--- config.mk ---
export PLATFORM = sky130hd
export DESIGN_NAME = msgobj_irq_tracker
export DESIGN_NICKNAME = d
export VERILOG_FILES = /design/src/rtl/msgobj_trk_pkg.sv /design/src/rtl/msgobj_idx_dec.sv /design/src/rtl/msgobj_status_cell.sv /design/src/rtl/msgobj_or_reduce.sv /design/src/rtl/msgobj_irq_tracker.sv
export SDC_FILE = /design/constraint.sdc
export NUM_CORES = 1
export LEC_CHECK = 0
export BUFFER_PORTS_ARGS = -buffer_cell sky130_fd_sc_hd__clkbuf_2
export CAP_MARGIN = 15
export CELL_PAD_IN_SITES_DETAIL_PLACEMENT = 1
export CELL_PAD_IN_SITES_GLOBAL_PLACEMENT = 1
export CORE_ASPECT_RATIO = 0.75
export CORE_UTILIZATION = 41
export DETAILED_ROUTE_END_ITERATION = 7
export PLACE_DENSITY_LB_ADDON = 0.1
export SLEW_MARGIN = 20
export SYNTH_ARGS = -nofsm -noshare
export SYNTH_HDL_FRONTEND = slang
export SYNTH_SLANG_ARGS = --single-unit
--- constraint.sdc ---
create_clock -name clk -period 3.9 [get_ports clk]
set_input_delay 0.39 -clock clk [delete_from_list [all_inputs] [get_ports clk]]
set_output_delay 0.39 -clock clk [all_outputs]
set_load 0.005 [all_outputs]
--- src/rtl/msgobj_trk_pkg.sv ---
package msgobj_trk_pkg;

   // Selects how the per-object pending flags are folded into one line.
   typedef enum logic {
      RED_FLAT = 1'b0,
      RED_TREE = 1'b1
   } red_style_e;

   localparam int unsigned MAX_OBJ = 1024;

   function automatic int unsigned idx_bits(input int unsigned n);
      return (n < 2) ? 1 : $clog2(n);
   endfunction

endpackage

--- src/rtl/msgobj_idx_dec.sv ---
// Turns a strobe plus object index into a one-hot select vector.
module msgobj_idx_dec #(
   parameter int unsigned NUM_OBJ = 64,
   parameter int unsigned IDX_W   = 6
) (
   input  logic               clk,
   input  logic               rst_n,
   input  logic               stb_i,
   input  logic [IDX_W-1:0]   idx_i,
   output logic [NUM_OBJ-1:0] sel_o
);

   if ((1 << IDX_W) < NUM_OBJ) begin : g_bad_width
      $error("msgobj_idx_dec: IDX_W too narrow for NUM_OBJ");
   end

   for (genvar i = 0; i < NUM_OBJ; i++) begin : g_sel
      assign sel_o[i] = stb_i && (idx_i == IDX_W'(i));
   end

   // an in-range strobe addresses exactly one object
   p_sel_onehot_r11: assert property (@(posedge clk) disable iff (!rst_n)
      $onehot0(sel_o));
   p_sel_hit_r11: assert property (@(posedge clk) disable iff (!rst_n)
      (stb_i && (int'(idx_i) < NUM_OBJ)) |-> ($countones(sel_o) == 1));

endmodule

--- src/rtl/msgobj_status_cell.sv ---
// Pending and overrun flags of one message object.
module msgobj_status_cell (
   input  logic clk,
   input  logic rst_n,
   input  logic first_hit_i,
   input  logic last_hit_i,
   input  logic clr_hit_i,
   input  logic ien_i,
   output logic pend_o,
   output logic lost_o
);

   logic set_req;
   assign set_req = last_hit_i && ien_i;

   always_ff @(posedge clk) begin
      if (!rst_n) begin
         pend_o <= 1'b0;
         lost_o <= 1'b0;
      end else begin
         // overrun is judged on the opening word, against the flag as it stands
         if (first_hit_i) begin
            lost_o <= pend_o;
         end
         // a closing-word set outranks a semaphore clear in the same cycle
         if (set_req) begin
            pend_o <= 1'b1;
         end else if (clr_hit_i) begin
            pend_o <= 1'b0;
         end
      end
   end

   p_pend_set_r2: assert property (@(posedge clk) disable iff (!rst_n)
      (last_hit_i && ien_i) |=> pend_o);
   p_pend_nochg_r3: assert property (@(posedge clk) disable iff (!rst_n)
      (!(last_hit_i && ien_i) && !clr_hit_i) |=> $stable(pend_o));
   p_first_noset_r4: assert property (@(posedge clk) disable iff (!rst_n)
      (first_hit_i && !last_hit_i && !pend_o) |=> !pend_o);
   p_pend_clr_r5: assert property (@(posedge clk) disable iff (!rst_n)
      (clr_hit_i && !last_hit_i) |=> !pend_o);
   p_set_wins_r6: assert property (@(posedge clk) disable iff (!rst_n)
      (clr_hit_i && last_hit_i && ien_i) |=> pend_o);
   p_lost_eval_r7: assert property (@(posedge clk) disable iff (!rst_n)
      first_hit_i |=> (lost_o == $past(pend_o)));
   p_lost_hold_r9: assert property (@(posedge clk) disable iff (!rst_n)
      !first_hit_i |=> $stable(lost_o));

endmodule

--- src/rtl/msgobj_or_reduce.sv ---
// Folds a flag vector into one line, flat or as a balanced tree.
module msgobj_or_reduce
   import msgobj_trk_pkg::*;
#(
   parameter int unsigned NUM_OBJ   = 64,
   parameter red_style_e  RED_STYLE = RED_TREE
) (
   input  logic [NUM_OBJ-1:0] vec_i,
   output logic               any_o
);

   localparam int unsigned LEVELS = idx_bits(NUM_OBJ);
   localparam int unsigned NPAD   = 1 << LEVELS;

   if (RED_STYLE == RED_FLAT) begin : g_flat
      assign any_o = |vec_i;
   end else begin : g_tree
      for (genvar l = 0; l <= LEVELS; l++) begin : g_lvl
         localparam int unsigned W = NPAD >> l;
         logic [W-1:0] node;
         if (l == 0) begin : g_leaf
            for (genvar i = 0; i < W; i++) begin : g_in
               if (i < NUM_OBJ) begin : g_real
                  assign node[i] = vec_i[i];
               end else begin : g_pad
                  assign node[i] = 1'b0;
               end
            end
         end else begin : g_join
            for (genvar i = 0; i < W; i++) begin : g_pair
               assign node[i] = g_lvl[l-1].node[2*i] | g_lvl[l-1].node[2*i+1];
            end
         end
      end
      assign any_o = g_lvl[LEVELS].node[0];
   end

endmodule

--- src/rtl/msgobj_irq_tracker.sv ---
module msgobj_irq_tracker
   import msgobj_trk_pkg::*;
#(
   parameter int unsigned NUM_OBJ   = 64,
   parameter int unsigned IDX_W     = idx_bits(NUM_OBJ),
   parameter red_style_e  RED_STYLE = RED_TREE
) (
   input  logic               clk,
   input  logic               rst_n,
   input  logic               store_first_i,
   input  logic               store_last_i,
   input  logic [IDX_W-1:0]   store_idx_i,
   input  logic               sem_clr_i,
   input  logic [IDX_W-1:0]   sem_idx_i,
   input  logic [NUM_OBJ-1:0] obj_ien_i,
   output logic [NUM_OBJ-1:0] pend_o,
   output logic [NUM_OBJ-1:0] lost_o,
   output logic               irq_o
);

   if (NUM_OBJ < 2 || NUM_OBJ > MAX_OBJ) begin : g_bad_count
      $error("msgobj_irq_tracker: NUM_OBJ out of range");
   end
   if (IDX_W != idx_bits(NUM_OBJ)) begin : g_bad_idx
      $error("msgobj_irq_tracker: IDX_W must match NUM_OBJ");
   end

   logic [NUM_OBJ-1:0] first_sel;
   logic [NUM_OBJ-1:0] last_sel;
   logic [NUM_OBJ-1:0] clr_sel;

   msgobj_idx_dec #(.NUM_OBJ(NUM_OBJ), .IDX_W(IDX_W)) u_dec_first (
      .clk(clk), .rst_n(rst_n), .stb_i(store_first_i), .idx_i(store_idx_i), .sel_o(first_sel));
   msgobj_idx_dec #(.NUM_OBJ(NUM_OBJ), .IDX_W(IDX_W)) u_dec_last (
      .clk(clk), .rst_n(rst_n), .stb_i(store_last_i), .idx_i(store_idx_i), .sel_o(last_sel));
   msgobj_idx_dec #(.NUM_OBJ(NUM_OBJ), .IDX_W(IDX_W)) u_dec_clr (
      .clk(clk), .rst_n(rst_n), .stb_i(sem_clr_i), .idx_i(sem_idx_i), .sel_o(clr_sel));

   for (genvar k = 0; k < NUM_OBJ; k++) begin : g_obj
      msgobj_status_cell u_cell (
         .clk         (clk),
         .rst_n       (rst_n),
         .first_hit_i (first_sel[k]),
         .last_hit_i  (last_sel[k]),
         .clr_hit_i   (clr_sel[k]),
         .ien_i       (obj_ien_i[k]),
         .pend_o      (pend_o[k]),
         .lost_o      (lost_o[k])
      );
   end

   msgobj_or_reduce #(.NUM_OBJ(NUM_OBJ), .RED_STYLE(RED_STYLE)) u_irq_or (
      .vec_i (pend_o),
      .any_o (irq_o)
   );

   // flags start clear on the first cycle after reset
   p_reset_clear_r1: assert property (@(posedge clk)
      !rst_n |=> (pend_o == '0 && lost_o == '0));
   // interrupt line agrees with the pending vector
   p_irq_match_r10: assert property (@(posedge clk) disable iff (!rst_n)
      irq_o == (pend_o != '0));
   // a storage burst adds at most one pending flag per cycle
   p_one_new_pend_r2: assert property (@(posedge clk) disable iff (!rst_n)
      1'b1 |=> $countones(pend_o & ~$past(pend_o)) <= 1);

endmodule

After elaboration in Yosys (flattened, before gate mapping)
Cells that the tools add are included.

Register bits after elaboration: 128.

Equality and inequality tests: 126. Bitwise operators: 63. Reduce and logical (&&, ||, !) cells: 322. Mux-type cells: 128.

Operator list (count): == test 6 bit (second input constant) (64); logical AND 1 bit (256); == test 6 x 5 -> 1 bit (second input constant) (32); two-way mux 1 bit (128); nonzero test 2 bit (64); == test 6 x 4 -> 1 bit (second input constant) (16); bitwise OR 1 bit (63); == test 6 x 3 -> 1 bit (second input constant) (8); == test 6 x 2 -> 1 bit (second input constant) (4); == test 6 x 1 -> 1 bit (second input constant) (2); logical NOT 6 bit (2).

Depth between registers and ports, before layout
Word-level depth: 6. Gate-level depth with buffers: 6.

By module
From an unflattened synthesis, not the netlist that was laid out.

Cell total of the unflattened synthesis: 748. Area, all modules: 6271.0 µm².

Modules (own cells, without submodules): msgobj_status_cell (cells each 7, area each 73.8 µm², seq. area each 40.0 µm², instances 64); msgobj_idx_dec (cells each 93, area each 469.2 µm², seq. area each 0.0 µm², instances 3); msgobj_or_reduce (cells each 21, area each 138.9 µm², seq. area each 0.0 µm², instances 1).

Least setup slack after synthesis
No wires, ideal clock.

Path kind: reg-to-output. Start point: register g_obj[3].u_cell.pend_o. End point: output irq_o. Path slack: 2313 ps. Path buffers: 0. Arrival time: 1197 ps. Stages on the path, launching flop included: 4. Cells stage by stage: dfxtp_1 nor4_1 nand4_1 or4_1.

Cells in the longest elaborated chain, start to end: 6.

Ends and longest elaborated chain: start: declaration (line msgobj_status_cell.sv:9) `output logic pend_o,`; start signal: assignment (line msgobj_status_cell.sv:18) `pend_o <= 1'b0;`; start signal: assignment (line msgobj_status_cell.sv:27) `pend_o <= 1'b1;`; start signal: assignment (line msgobj_status_cell.sv:29) `pend_o <= 1'b0;`; bitwise OR 1 bit (6 in a row) (line msgobj_or_reduce.sv:31) `assign node[i] = g_lvl[l-1].node[2*i] | g_lvl[l-1].node[2*i+1];`; end: declaration (line msgobj_irq_tracker.sv:18) `output logic irq_o`.

Every way passes these cells.

Worst setup path after layout
Start point: register g_obj[6].u_cell.pend_o. End point: output irq_o.

Cells in the longest elaborated chain, start to end: 6.

Ends and longest elaborated chain (line): start: declaration (msgobj_status_cell.sv:9); start signal: assignment (msgobj_status_cell.sv:18); start signal: assignment (msgobj_status_cell.sv:27); start signal: assignment (msgobj_status_cell.sv:29); bitwise OR 1 bit (6 in a row) (msgobj_or_reduce.sv:31).

Every way passes these cells.

==> flow_metrics.py <==
metrics = {
    "layout": {
        "fin_nets": 907,
        "num_antenna_cells": 0,
        "drive_above_1_share": 0.3135,
        "multi_input_area_sq_mm": 0.003099,
        "final_cell_mix": "clkbuf_2 (209), nand3_1 (130), dfxtp_1 (128)",
        "syn_to_final_growth_pct": 8.274,
        "final_common_cell": "clkbuf_2",
        "n_fill_cell": 1911,
        "seq_area_sq_mm": 0.002562,
    },
    "yosys": {
        "synth_seq_cells": 128,
        "synth_largest_area_cell": "dfxtp_1",
        "syn_area_sq_mm": 0.007002,
        "synthCells": 790,
        "synth.top_cell.area_share": 0.3660,
        "synth.distinct_cells": 32,
        "synth_nets": 871,
        "ys_seq_area_frac": 0.3660,
        "synth_edf_count": 0,
        "synthFlopType": "dfxtp_1",
        "synthTopCellsByArea": "dfxtp_1 (37%), buf_4 (16%), a21boi_0 (10%)",
        "async_flop_share": 0,
        "syn_avg_cell_area_sq_um": 8.863,
        "ys_warn_count": 0,
    },
    "sta": {
        "fin_crit_ns": 2.598,
        "hold_viol": 0,
        "grt_setup_unrepaired": "no",
        "timing.fmax_mhz": 384.9,
        "max_slew_margin": 0.3749,
        "setup_violations": 0,
        "max_slew.worst_pin.slew_ns": 0.9366,
        "layout_setup_ws_ns": 1.302,
        "slew_viol_final": 0,
        "finClkSkew_ns": 0.007702,
        "period_share": 0.6661,
        "fin_setup_tns_ns": 0,
        "holdWs_ns": 0.2030,
    },
    "clock_tree": {
        "cts_max_level": 4,
        "cts_hold_buf": 0,
        "clock_latency_ns": 0.43,
        "clockBufferDepth": 2,
        "clock_sinks": 128,
        "post_cts_buffers": 0,
        "cts_tree": "yes",
        "cts_resized": 0,
        "cts_root_buf": "clkbuf_16",
        "cts_buffers": 17,
        "clkSlewWorstSetupHoldPaths_ns": 0.06,
    },
    "worst_setup_path": {
        "cp_max_fo": 4,
        "slowest_delay_ns": 0.57,
        "crit_type": "reg -> out",
        "critPathLaunch": "g_obj[6].u_cell.pend_o",
        "cp_slowest_cell": "nor4_1",
        "worstRegToRegCells": 2,
        "timing.rr.end": "g_obj[22].u_cell.lost_o",
        "regToRegStartpoint": "g_obj[22].u_cell.pend_o",
        "crit_required_ns": 3.51,
        "r2r_slack_ns": 2.89,
        "cp-start-kind": "flop",
        "crit_path_end_kind": "output pin",
        "cp_cell_sequence": "nor4_1 > nand4_1 > or4_1 > clkbuf_2",
        "crit_arrival_ns": 2.21,
        "setup.worst_path.end": "irq_o",
    },
    "grt": {
        "track_usage": 0.3191,
        "use_met2": 0.4532,
        "use_met3": 0.07237,
        "grt_pass1_wl_mm": 40.86,
        "grt_antenna_before_repair": 0,
        "grt_max_degree": 129,
        "busiest_layer": "met1",
        "grtUsageMet1": 0.4791,
        "overflow": 0,
        "grt_pass1_vias": 6128,
    },
    "floorplanning": {
        "die_y_um": 115.2,
        "initial_core_util": 0.4278,
        "core_sq_mm": 0.01637,
        "die_x_um": 152.9,
        "rows": 40,
        "io_pins": 210,
        "fp.dieArea_sq_mm": 0.01761,
    },
    "placed_design": {
        "finalWeightedCongestion": 0.9149,
        "port_buffers": 209,
        "post-place-ws_ns": 1.783,
        "place_hpwl_mm": 20.09,
    },
    "route": {
        "via_count": 6415,
        "first_iter_violations": 775,
        "first_pass_iters": 5,
        "vias_per_cell": 6.115,
        "wirelength_mm": 27.76,
        "wl_per_cell_um": 26.46,
        "drc": 0,
        "ant_nets": 0,
    },
    "pwr": {
        "power.leakage_nw": 2.885,
        "p_per_area_mw_per_mm2": 418.0,
        "vdd_drop_max_v": 0.0002144,
    },
    "worst_hold_path": {
        "hold_path_class": "in -> reg",
    },
    "run": {
        "max_cap_viol_count": 0,
    },
    "outcome": {
        "run_status": "finished, final reports clean",
    },
}
## cells in the mapped netlist (all sizes together) (3+ instances only)
master	instances
clkbuf	31
nand4b	8
or4	3
dfxtp	128
nand4	6
buf	162
nor4	17
or4b	8
o21ai	128
nor4b	4
and4bb	6
nand3b	4
a21boi	128
and3b	4
and4b	4
nand4bb	12
nand3	130
## stage by stage
stage	area (sq um)	util	power, mW	std cells
2_1_floorplan	7002	-	1.479	790
3_3_place_gp	6978	0.4264	1.562	1017
3_5_place_dp	6978	0.4264	1.563	1017
4_1_cts	7577	0.4630	3.170	1049
5_1_grt	7581	0.4632	3.246	1049
6_report	7581	0.4632	3.169	1049
## how the worst min path moves through the flow
stage	from	to	slack, ns	depth (start not counted)
2_1_floorplan	g_obj[0].u_cell.lost_o	g_obj[0].u_cell.lost_o	0.45	2
3_3_place_gp	g_obj[8].u_cell.lost_o	g_obj[8].u_cell.lost_o	0.46	2
3_5_place_dp	g_obj[12].u_cell.lost_o	g_obj[12].u_cell.lost_o	0.47	2
4_1_cts	obj_ien_i[51]	g_obj[51].u_cell.pend_o	0.19	3
5_1_grt	obj_ien_i[22]	g_obj[22].u_cell.pend_o	0.21	3
6_report	obj_ien_i[51]	g_obj[51].u_cell.pend_o	0.20	3
## routing by layer
| metal | up-vias | share of wire |
|---|---|---|
| met4 | 0 | 0.014 |
| met1 | 3216 | 0.49 |
| met5 | - | 0 |
| met3 | 34 | 0.080 |
| met2 | 343 | 0.41 |
| li1 | 2822 | - |
## registers in the layout, indices dropped and copies added, names as in the netlist
signal and flops:
g_obj.u_cell.pend_o 64, g_obj.u_cell.lost_o 64
## kinds of logic after synthesis
| logic type | share of synthesized area |
|---|---|
| buf+inv | 0.1914 |
| flops | 0.3660 |
| simple gates | 0.2139 |
| compound gates | 0.2287 |
## power breakdown
group | internal (mW) | switching (mW)
Clock | 0.994 | 0.636
Sequential | 1.31 | 0.00493
Combinational | 0.0792 | 0.145
## critical path, delay by kind of cell (launching register included)
| family | cells | cell delay [ns] |
|---|---|---|
| AND/OR/NAND/NOR | 3 | 1.25 |
| flip-flops | 1 | 0.40 |
| buffers and inverters | 1 | 0.14 |
## cell type report
| type | count | share of cell area |
|---|---|---|
| multi-input cells | 469 | 0.4088 |
| flip-flops and latches | 128 | 0.3380 |
| repair buffers | 210 | 0.1395 |
| clock buffers | 20 | 0.06156 |
| well taps | 210 | 0.03466 |
| clock inverters | 12 | 0.01749 |
No activity file was read; power rests on OpenSTA's default activity.
